File: config.mk
export PLATFORM = sky130hd
export DESIGN_NAME = pbsram_top
export DESIGN_NICKNAME = d
export VERILOG_FILES = /design/src/rtl/pbsram_pkg.sv /design/src/rtl/pbsram_pwr.sv /design/src/rtl/pbsram_seq.sv /design/src/rtl/pbsram_store.sv /design/src/rtl/pbsram_top.sv
export SDC_FILE = /design/constraint.sdc
export NUM_CORES = 2
export LEC_CHECK = 0
export ABC_AREA = 1
export BUFFER_PORTS_ARGS = -buffer_cell sky130_fd_sc_hd__buf_2
export CAP_MARGIN = 20
export CELL_PAD_IN_SITES_DETAIL_PLACEMENT = 1
export CELL_PAD_IN_SITES_GLOBAL_PLACEMENT = 1
export CORE_MARGIN = 5
export CORE_UTILIZATION = 52
export CTS_CLUSTER_DIAMETER = 100
export DETAILED_ROUTE_END_ITERATION = 8
export PLACE_DENSITY = 0.79
export SETUP_SLACK_MARGIN = 0.2
export SLEW_MARGIN = 30
export SYNTH_ARGS = -nofsm -noshare
export SYNTH_HDL_FRONTEND = slang
export SYNTH_SLANG_ARGS = --single-unit
File: constraint.sdc
create_clock -name clk -period 5.33 [get_ports clk]
set_input_delay 0.533 -clock clk [delete_from_list [all_inputs] [get_ports clk]]
set_output_delay 0.533 -clock clk [all_outputs]
set_load 0.01 [all_outputs]
File: src/rtl/pbsram_pkg.sv
package pbsram_pkg;
   // access performed by the array on the current rising edge
   typedef enum logic [1:0] {
      ACC_NONE = 2'd0,
      ACC_RD   = 2'd1,
      ACC_WR   = 2'd2
   } acc_e;
endpackage

File: src/rtl/pbsram_pwr.sv
module pbsram_pwr #(
   parameter int ENTER_CYC = 2,
   parameter int WAKE_CYC  = 2,
   localparam int EW = (ENTER_CYC > 1) ? $clog2(ENTER_CYC) : 1,
   localparam int RW = $clog2(WAKE_CYC + 1)
) (
   input  logic clk,
   input  logic rst_n,
   input  logic sleep_i,
   output logic asleep_o,
   output logic blocked_o
);
   localparam logic [EW-1:0] ENT_LAST = EW'(ENTER_CYC - 1);
   localparam logic [RW-1:0] REC_INIT = RW'(WAKE_CYC);

   logic [EW-1:0] ent_q;
   logic [RW-1:0] rec_q;
   logic          asleep_q;

   always_ff @(posedge clk or negedge rst_n) begin
      if (!rst_n) begin
         ent_q    <= '0;
         rec_q    <= '0;
         asleep_q <= 1'b0;
      end else if (sleep_i) begin
         rec_q <= '0;
         if (!asleep_q) begin
            if (ent_q == ENT_LAST) begin
               asleep_q <= 1'b1;
               ent_q    <= '0;
            end else begin
               ent_q <= ent_q + 1'b1;
            end
         end
      end else begin
         ent_q <= '0;
         if (asleep_q) begin
            asleep_q <= 1'b0;
            rec_q    <= REC_INIT;
         end else if (rec_q != '0) begin
            rec_q <= rec_q - 1'b1;
         end
      end
   end

   assign asleep_o  = asleep_q;
   assign blocked_o = sleep_i | asleep_q | (rec_q != '0);
endmodule

File: src/rtl/pbsram_seq.sv
module pbsram_seq
   import pbsram_pkg::*;
#(
   parameter int ADDR_W    = 6,
   parameter int LANES     = 4,
   parameter int BURST_LEN = 4,
   localparam int BB = $clog2(BURST_LEN)
) (
   input  logic              clk,
   input  logic              rst_n,
   input  logic              blocked_i,
   input  logic              pstb_n,
   input  logic              cstb_n,
   input  logic              adv_n,
   input  logic              sel_pri_n,
   input  logic              sel_hi,
   input  logic              sel_lo_n,
   input  logic              gwe_n,
   input  logic              bwe_n,
   input  logic [LANES-1:0]  lane_we_n,
   input  logic              ilv_mode,
   input  logic [ADDR_W-1:0] addr_i,
   output acc_e              acc_o,
   output logic [ADDR_W-1:0] acc_addr_o,
   output logic [LANES-1:0]  acc_lanes_o,
   output logic              start_o,
   output logic              cont_o,
   output logic              active_o,
   output logic [BB-1:0]     off_o
);
   logic              act_q, act_d;
   logic [BB-1:0]     cnt_q, cnt_d;
   logic [ADDR_W-1:0] base_q, base_d;
   logic              sel_all, p_take, c_take;
   logic [LANES-1:0]  wr_lanes;
   logic [BB-1:0]     lo, idx;

   assign sel_all = !sel_pri_n && sel_hi && !sel_lo_n;
   // the processor strobe is gated by the primary select alone
   assign p_take  = !pstb_n && !sel_pri_n;
   assign c_take  = !cstb_n && !p_take;

   always_comb begin
      if (!gwe_n)      wr_lanes = {LANES{1'b1}};
      else if (!bwe_n) wr_lanes = ~lane_we_n;
      else             wr_lanes = '0;
   end

   always_comb begin
      act_d       = act_q;
      cnt_d       = cnt_q;
      base_d      = base_q;
      acc_o       = ACC_NONE;
      acc_lanes_o = '0;
      start_o     = 1'b0;
      cont_o      = 1'b0;
      if (blocked_i) begin
         act_d = 1'b0;
         cnt_d = '0;
      end else if (p_take) begin
         act_d = sel_all;
         if (sel_all) begin
            base_d  = addr_i;
            cnt_d   = '0;
            acc_o   = ACC_RD;
            start_o = 1'b1;
         end
      end else if (c_take) begin
         act_d = sel_all;
         if (sel_all) begin
            base_d      = addr_i;
            cnt_d       = '0;
            start_o     = 1'b1;
            acc_lanes_o = wr_lanes;
            acc_o       = (|wr_lanes) ? ACC_WR : ACC_RD;
         end
      end else if (act_q) begin
         cont_o      = 1'b1;
         if (!adv_n) cnt_d = cnt_q + 1'b1;
         acc_lanes_o = wr_lanes;
         acc_o       = (|wr_lanes) ? ACC_WR : ACC_RD;
      end
   end

   assign lo  = base_d[BB-1:0];
   assign idx = ilv_mode ? (lo ^ cnt_d) : (lo + cnt_d);
   assign acc_addr_o = {base_d[ADDR_W-1:BB], idx};

   always_ff @(posedge clk or negedge rst_n) begin
      if (!rst_n) begin
         act_q  <= 1'b0;
         cnt_q  <= '0;
         base_q <= '0;
      end else begin
         act_q  <= act_d;
         cnt_q  <= cnt_d;
         base_q <= base_d;
      end
   end

   assign active_o = act_q;
   assign off_o    = cnt_q;
endmodule

File: src/rtl/pbsram_store.sv
module pbsram_store
   import pbsram_pkg::*;
#(
   parameter int ADDR_W = 6,
   parameter int LANE_W = 8,
   parameter int LANES  = 4,
   localparam int DW    = LANE_W * LANES,
   localparam int WORDS = 2 ** ADDR_W
) (
   input  logic              clk,
   input  logic              rst_n,
   input  acc_e              acc_i,
   input  logic [ADDR_W-1:0] addr_i,
   input  logic [LANES-1:0]  lanes_i,
   input  logic [DW-1:0]     wdata_i,
   output logic [DW-1:0]     q_o,
   output logic              q_vld_o
);
   logic [DW-1:0] mem [WORDS];
   logic [DW-1:0] wmask;
   logic [DW-1:0] s1_q;
   logic          s1_v;

   for (genvar g = 0; g < LANES; g++) begin : g_lane
      assign wmask[g*LANE_W +: LANE_W] = {LANE_W{lanes_i[g]}};
   end

   always_ff @(posedge clk) begin
      if (acc_i == ACC_WR)
         mem[addr_i] <= (mem[addr_i] & ~wmask) | (wdata_i & wmask);
   end

   // stage 1 captures the array word, stage 2 drives it
   always_ff @(posedge clk or negedge rst_n) begin
      if (!rst_n) begin
         s1_q    <= '0;
         s1_v    <= 1'b0;
         q_o     <= '0;
         q_vld_o <= 1'b0;
      end else begin
         s1_v <= (acc_i == ACC_RD);
         if (acc_i == ACC_RD) s1_q <= mem[addr_i];
         q_o     <= s1_q;
         q_vld_o <= s1_v && (acc_i != ACC_WR);
      end
   end
endmodule

File: src/rtl/pbsram_top.sv
module pbsram_top
   import pbsram_pkg::*;
#(
   parameter int DEPTH     = 64,
   parameter int LANE_W    = 8,
   parameter int LANES     = 4,
   parameter int BURST_LEN = 4,
   parameter int ENTER_CYC = 2,
   parameter int WAKE_CYC  = 2,
   localparam int ADDR_W   = $clog2(DEPTH),
   localparam int DW       = LANE_W * LANES,
   localparam int BB       = $clog2(BURST_LEN)
) (
   input  logic              clk,
   input  logic              rst_n,
   input  logic [ADDR_W-1:0] addr_i,
   input  logic              pstb_n,
   input  logic              cstb_n,
   input  logic              adv_n,
   input  logic              sel_pri_n,
   input  logic              sel_hi,
   input  logic              sel_lo_n,
   input  logic              gwe_n,
   input  logic              bwe_n,
   input  logic [LANES-1:0]  lane_we_n,
   input  logic              oe_n,
   input  logic              sleep_i,
   input  logic              ilv_mode,
   input  logic [DW-1:0]     wdata_i,
   output logic [DW-1:0]     rdata_o,
   output logic              rdata_oe_o
);
   if (BURST_LEN < 2 || (BURST_LEN & (BURST_LEN - 1)) != 0) begin : g_bad_burst
      $error("BURST_LEN must be a power of two of at least 2");
   end
   if ((DEPTH & (DEPTH - 1)) != 0 || DEPTH < 2 * BURST_LEN) begin : g_bad_depth
      $error("DEPTH must be a power of two of at least 2*BURST_LEN");
   end
   if (LANES < 1 || LANE_W < 1) begin : g_bad_lane
      $error("LANES and LANE_W must be positive");
   end
   if (ENTER_CYC < 1 || WAKE_CYC < 1) begin : g_bad_pwr
      $error("ENTER_CYC and WAKE_CYC must be positive");
   end

   acc_e              acc_w;
   logic [ADDR_W-1:0] acc_addr_w;
   logic [LANES-1:0]  acc_lanes_w;
   logic              blocked_w, asleep_w;
   logic              start_w, cont_w, act_w;
   logic [BB-1:0]     off_w;
   logic [DW-1:0]     q_w;
   logic              q_vld_w;
   logic              acc_rd_w, acc_wr_w;

   pbsram_pwr #(.ENTER_CYC(ENTER_CYC), .WAKE_CYC(WAKE_CYC)) u_pwr (
      .clk       (clk),
      .rst_n     (rst_n),
      .sleep_i   (sleep_i),
      .asleep_o  (asleep_w),
      .blocked_o (blocked_w)
   );

   pbsram_seq #(.ADDR_W(ADDR_W), .LANES(LANES), .BURST_LEN(BURST_LEN)) u_seq (
      .clk         (clk),
      .rst_n       (rst_n),
      .blocked_i   (blocked_w),
      .pstb_n      (pstb_n),
      .cstb_n      (cstb_n),
      .adv_n       (adv_n),
      .sel_pri_n   (sel_pri_n),
      .sel_hi      (sel_hi),
      .sel_lo_n    (sel_lo_n),
      .gwe_n       (gwe_n),
      .bwe_n       (bwe_n),
      .lane_we_n   (lane_we_n),
      .ilv_mode    (ilv_mode),
      .addr_i      (addr_i),
      .acc_o       (acc_w),
      .acc_addr_o  (acc_addr_w),
      .acc_lanes_o (acc_lanes_w),
      .start_o     (start_w),
      .cont_o      (cont_w),
      .active_o    (act_w),
      .off_o       (off_w)
   );

   pbsram_store #(.ADDR_W(ADDR_W), .LANE_W(LANE_W), .LANES(LANES)) u_store (
      .clk     (clk),
      .rst_n   (rst_n),
      .acc_i   (acc_w),
      .addr_i  (acc_addr_w),
      .lanes_i (acc_lanes_w),
      .wdata_i (wdata_i),
      .q_o     (q_w),
      .q_vld_o (q_vld_w)
   );

   assign acc_rd_w   = (acc_w == ACC_RD);
   assign acc_wr_w   = (acc_w == ACC_WR);
   assign rdata_o    = q_w;
   assign rdata_oe_o = q_vld_w && !oe_n && !asleep_w;
endmodule

## Word level (Yosys, flattened, before mapping)

Memory sizes are Yosys's and may differ from the RTL's.
Index checks and enable logic that the tools add are counted.
W data, S select, Z words.

| word-level totals | value |
|---|---|
| flip-flop bits (word level) | 79 |
| input port bits | 55 |
| memories | 1 |
| logic and storage cells | 84 |
| bits in writable memories | 2048 |
| output and inout port bits | 33 |

| cells by class | value |
|---|---|
| bitwise logic cells | 8 |
| add/subtract/negate cells | 4 |
| reduce and logical (&&, ||, !) cells | 18 |
| equality and inequality tests | 4 |
| muxes and demuxes | 39 |

Memories:

| memory | words | width | rd ports | clocked after memory_dff | wr ports | RTL line | source |
|---|---|---|---|---|---|---|---|
| u_store.mem | 64 | 32 | 1 | 0 | 1 | pbsram_store.sv:19 | `logic [DW-1:0] mem [WORDS];` |

Operators with widths:

| operator | count |
|---|---|
| $and A32 B32 Y32 | 2 |
| $mux W2 | 16 |
| $not A32 Y32 | 1 |
| $or A32 B32 Y32 | 1 |
| $mux W4 | 7 |
| $mux W6 | 4 |
| $mux W1 | 12 |
| $logic_and A1 B1 Y1 | 7 |
| $logic_not A1 Y1 | 7 |
| $reduce_bool A3 Y1 | 2 |
| $ne A2 B2 Y1 const B | 2 |
| $not A4 Y4 | 1 |
| $reduce_or A4 Y1 | 1 |
| $add A2 B1 Y2 const B | 1 |
| $add A2 B2 Y2 | 1 |
| $eq A2 B1 Y1 const B | 1 |
| $eq A2 B2 Y1 const B | 1 |
| $or A1 B1 Y1 | 2 |
| $reduce_bool A2 Y1 | 1 |
| $sub A2 B1 Y2 const B | 1 |
| $xor A2 B2 Y2 | 1 |
| $add A1 B1 Y1 const B | 1 |

## Depth between registers and ports, before layout

| logic depth | value |
|---|---|
| depth after elaboration | 12 |
| depth in mapped cells | 29 |
| gate-level depth less buffers | 26 |

## By module

From an unflattened synthesis, not the netlist that was laid out.

| second synthesis, totals | value |
|---|---|
| cells, all modules | 8817 |
| area total of the unflattened synthesis | 89903.7 um^2 |

Modules (own cells, without submodules):

| module | seq. area each (um^2) | times used | cells each | area an instance (um^2) |
|---|---|---|---|---|
| pbsram_store | 63150.6 | 1 | 8685 | 89007.9 |
| pbsram_seq | 225.2 | 1 | 105 | 689.4 |
| pbsram_pwr | 100.1 | 1 | 24 | 192.7 |
| pbsram_top | 0.0 | 1 | 3 | 13.8 |

## Worst setup path after synthesis

Ideal clock, no wire load.

| timing path | value |
|---|---|
| path type | input to register |
| start | input pstb_n |
| end | memory u_store.mem[17][0] (netlist name) (enable) |
| setup slack | 0.604 ns |
| required time | 4.909 ns |
| library setup time | 0.421 ns |
| data arrival time | 4.305 ns |
| buffers on the path | 2 |
| stages on the path | 19 |
| cell sequence | inv_1 -> nand2_1 -> nand2_1 -> nor2_1 -> nand2_1 -> a2111oi_0 -> ha_1 -> inv_1 -> nor2_1 -> inv_1 -> nand3_1 -> nand2_1 -> nand2_4 -> nand2_2 -> buf_6 -> buf_6 -> nor2_1 -> nand2_1 -> nor2_1 |

| on the way | value |
|---|---|
| elaborated cells on any way between the ends | 19 |
| classes of those cells | add/sub: 1; eq/ne: 1; mux: 12; bitwise: 1; reduce/logical: 4 |

RTL lines:

| what | RTL line | source |
|---|---|---|
| start: declaration | pbsram_top.sv:17 | `input logic pstb_n,` |
| $logic_not A1 Y1 (*) | pbsram_seq.sv:40 | `assign p_take = !pstb_n && !sel_pri_n;` |
| $logic_and A1 B1 Y1 (*) | pbsram_seq.sv:40 |  |
| $logic_not A1 Y1 | pbsram_seq.sv:41 | `assign c_take = !cstb_n && !p_take;` |
| $logic_and A1 B1 Y1 | pbsram_seq.sv:41 |  |
| $mux W2 | pbsram_seq.sv:68 | `end else if (c_take) begin` |
| $mux W2 (*) | pbsram_seq.sv:60 | `end else if (p_take) begin` |
| $mux W2 (*) | pbsram_seq.sv:57 | `if (blocked_i) begin` |
| named net u_seq.cnt_d[0] | pbsram_seq.sv:32 | `logic [BB-1:0] cnt_q, cnt_d;` |
| $add A2 B2 Y2 / $xor A2 B2 Y2 (equally long branches) | pbsram_seq.sv:86 | `assign idx = ilv_mode ? (lo ^ cnt_d) : (lo + cnt_d);` |
| $mux W2 (*) | pbsram_seq.sv:86 |  |
| end: declaration | pbsram_store.sv:19 |  |

Mark *: on every way through the listed nets, which the timed path passes. The rest lies on a longest branch.

## Worst setup path in the final report

| timing path | value |
|---|---|
| start | register u_pwr.rec_q[0] |
| end | memory u_store.mem[53][29] (netlist name), data pin |

| on the way | value |
|---|---|
| longest elaborated chain between the ends | 8 |
| elaborated cells on any way between the ends | 13 |
| classes of those cells | add/sub: 1; mux: 4; bitwise: 6; reduce/logical: 1; memory: 1 |

Ends and longest elaborated chain:

| what | RTL line | source |
|---|---|---|
| start: declaration | pbsram_pwr.sv:17 | `logic [RW-1:0] rec_q;` |
| start signal: assignment | pbsram_pwr.sv:41 | `rec_q <= rec_q - 1'b1;` |
| $reduce_bool A2 Y1 (*) | pbsram_pwr.sv:47 | `assign blocked_o = sleep_i \| asleep_q \| (rec_q != '0);` |
| $or A1 B1 Y1 (*) | pbsram_pwr.sv:47 |  |
| $mux W6 (*) | pbsram_seq.sv:57 |  |
| named net u_seq.base_d[0] | pbsram_seq.sv:33 | `logic [ADDR_W-1:0] base_q, base_d;` |
| $add A2 B2 Y2 / $xor A2 B2 Y2 (equally long branches) | pbsram_seq.sv:86 |  |
| $mux W2 (*) | pbsram_seq.sv:86 |  |
| $mem_v2 Z64 W32 (*) | -- |  |
| $and A32 B32 Y32 (*) | pbsram_store.sv:30 | `mem[addr_i] <= (mem[addr_i] & ~wmask) \| (wdata_i & wmask);` |
| $or A32 B32 Y32 (*) | pbsram_store.sv:30 |  |

Marked as above.

==> metrics.csv <==
metric,value,unit
status,"finished, final reports clean",
die_area,176000,µm²
syn_area,87100,µm²
grt_first_pass_wirelength,454,mm
grt.total_usage,36.0,%
cts_sinks,2127,
synth_cell_types,29,
root_buffer,clkbuf_16,
rows,150,
setup_slack,0.235,ns
syn_nets,7370,
grt_max_degree,80,
critPathKind,reg2reg,
wl_met3,37.3,mm
dr.pass1.iters,5,
synthArstFlopShare,3.71,%
max_stage_delay,0.47,ns
synthCells,7313,
fin_skew,0.0579,ns
cts.clk_slew.worst_paths,0.06,ns
slowest_stage,ha_4,
rsz0062_at_grt,false,
stdcell_count,10043,
drc,0,
synthTopCellsByCount,"nand2_1, edfxtp_1, nor2_1",
viasPerCell,6.20,
path_cells,inv_1 -> ha_1 -> inv_1 -> nor3_4 -> buf_4 -> nand3_4 -> nand2_1 -> nand2_1 -> ha_4 -> buf_12 -> buf_12 -> buf_4 -> mux2i_1 -> nor2_1 -> nor2_1 -> nand2_1 -> nand2_1 -> nand2_1 -> nor2_1 -> nand2_1 -> nand2_1 -> nand2_2 -> buf_12,
clkLatencyLatePin,0.87,ns
grt_pass1_vias,65684,
crit_top_cell,nand2_1,
routed_wl,320,mm
antenna_found_initial,16,
wl_per_cell,31.9,µm
fin_util,60.7,%
synth_most_common_cell,nand2_1,
powerDensity,674,nW/µm²
finalSetupViolCount,0,
synth_top_area_share,70.6,%
syn_avg_cell_area,11.9,µm²
worstPathRequired,5.90,ns
maxCapViolCount,0,
synth_edf_count,2048,
ys_ff_latch,2127,
dpl_worst_slack,-0.267,ns
total_leakage_power,39.2,nW
drv_slew,0,
nFillCells,16414,
worstHoldPathType,in2reg,
grt-ovfl-total,0,
ys_seq_area_share,72.9,%
die_x,419,µm
gp_congestion,0.897,
vias,62256,
layout.nets,7708,
met1Wirelength,115,mm
route.top_layer_used,met5,
die_h,419,µm
vdd_drop_max,795,µV
hpwlAfterDp,190,mm
hold_viol_final,0,
io_pins,88,
ant_nets,0,
dr.first_iter.drc_count,8550,
cp_max_fo,48,
period_share,95.6,%
design_area,101000,µm²
area_growth_syn_to_layout,16.3,%
wl_met2,146,mm
synth_top_area_cell,edfxtp_1,
max_clock_freq,196,MHz
io_buffer_count,87,
cp-start-kind,register,
end_kind,register,
total_power,68.2,mW
tightest_slew,0.962,ns
start_util,52.2,%
drive_gt1_share,11.9,%
ys.flop_type,edfxtp_1,
core_area,167000,µm²
dp.cells,9625,
ys_warn_count,0,
place_area,93800,µm²
cts_made_buffers,215,
ctsHtreeMaxLevel,4,
synth.top_cells.by_area,"edfxtp_1, nand2_1, mux2i_1",
slew_headroom,35.6,%
tritoncts,done,
clk_path_buf_depth,3,
min_period,5.10,ns
worstPathArrival,5.67,ns
## worst max-delay path: cells and delay by family, from the launching register on
family        cells  cell delay, ns
buf+inv           7            1.59
fa+ha+maj         2            0.65
simple gates     13            1.82
flops             1            0.37
mux               1            0.23
## final timing paths
| path | end | from | slack [ns] | cells past startpoint |
|---|---|---|---|---|
| min in group asynchronous | u_store.s1_q[3] | rst_n | 0.27 | 2 |
| hold / removal | u_seq.base_q[1] | addr_i[1] | 0.09 | 3 |
| hold reg to reg | u_store.q_o[5] | u_store.s1_q[5] | 0.38 | 0 |
| max in group asynchronous | u_store.q_o[30] | rst_n | 4.54 | 2 |
| setup / recovery | u_store.mem[53][29] | u_pwr.rec_q[0] | 0.23 | 23 |
| setup reg to reg | u_store.mem[53][29] | u_pwr.rec_q[0] | 0.23 | 23 |
## repair_timing
item / CTS / global route
endpoints found under the hold margin: 82 / 0
pin swaps: 0 / 1
gates cloned: 0 / 5
buffers inserted: 0 / 4
gates resized for setup: 6 / 52
setup endpoints to repair: 140 / 1891
hold buffers: 3 / 0
## per-stage QoR
stage	hold slack, ns	setup TNS (ns)
floorplan	0.237	0
global placement	0.361	-7.54
detailed placement	0.359	-17.22
CTS	0.0311	0
global route	0.0686	0
finish	0.0912	0
## area by class of cell
class | count | area, µm² | area share (%)
diodes | 2 | 5.00 | 0.00494
clock buffers | 263 | 5740 | 5.67
clock inverters | 140 | 1360 | 1.34
inverters | 42 | 180 | 0.178
multi-input cells | 4799 | 22600 | 22.3
flip-flops and latches | 2127 | 63500 | 62.7
well taps | 2204 | 2760 | 2.72
repair buffers | 466 | 5190 | 5.12
## kinds of logic (layout without fill, tap and decap cells)
logic type | Yosys count | in the layout | synth area share (%)
compound gates | 191 | 191 | 1.12
flops | 2127 | 2127 | 72.9
simple gates | 4070 | 4071 | 17.7
mux | 535 | 535 | 6.15
fa+ha+maj | 2 | 2 | 0.0287
other cells | 0 | 2 | 0
buf+inv | 388 | 911 | 2.10
## power breakdown
| group | switching, mW | internal, mW | total (mW) |
|---|---|---|---|
| Sequential | 0.128 | 25.0 | 25.2 |
| Clock | 6.65 | 8.72 | 15.4 |
| Combinational | 21.0 | 6.75 | 27.7 |
| Total | 27.7 | 40.5 | 68.2 |
## sequential cells by signal (all words and copies together), names as in the netlist
signal,count
u_store.q_vld_o,1
u_store.s1_q,32
u_pwr.asleep_o,1
u_seq.off_o,2
u_pwr.rec_q,2
u_store.s1_v,1
u_seq.base_q,6
u_store.mem,2048
u_seq.active_o,1
u_pwr.ent_q,1
u_store.q_o,32
## layout by cell type (no fill, tap or decap), drive strengths merged
master / n
a2111oi: 1
a21boi: 1
a21oi: 3
buf: 458
bufinv: 22
clkbuf: 268
clkinv: 110
clkinvlp: 3
dfrtp: 79
diode: 2
dlygate4sd3: 3
edfxtp: 2048
ha: 2
inv: 47
mux2i: 535
nand2: 3325
nand3: 43
nand4: 2
nor2: 689
nor3: 9
nor3b: 1
nor4: 2
o21ai: 186
## routing by layer
metal,up-vias,GRT usage [%]
met5,-,0
met1,31443,45.5
met3,1026,9.11
met4,8,21.3
met2,4357,56.5
li1,25422,-
Note: power is estimated with default switching activity, not from simulation.
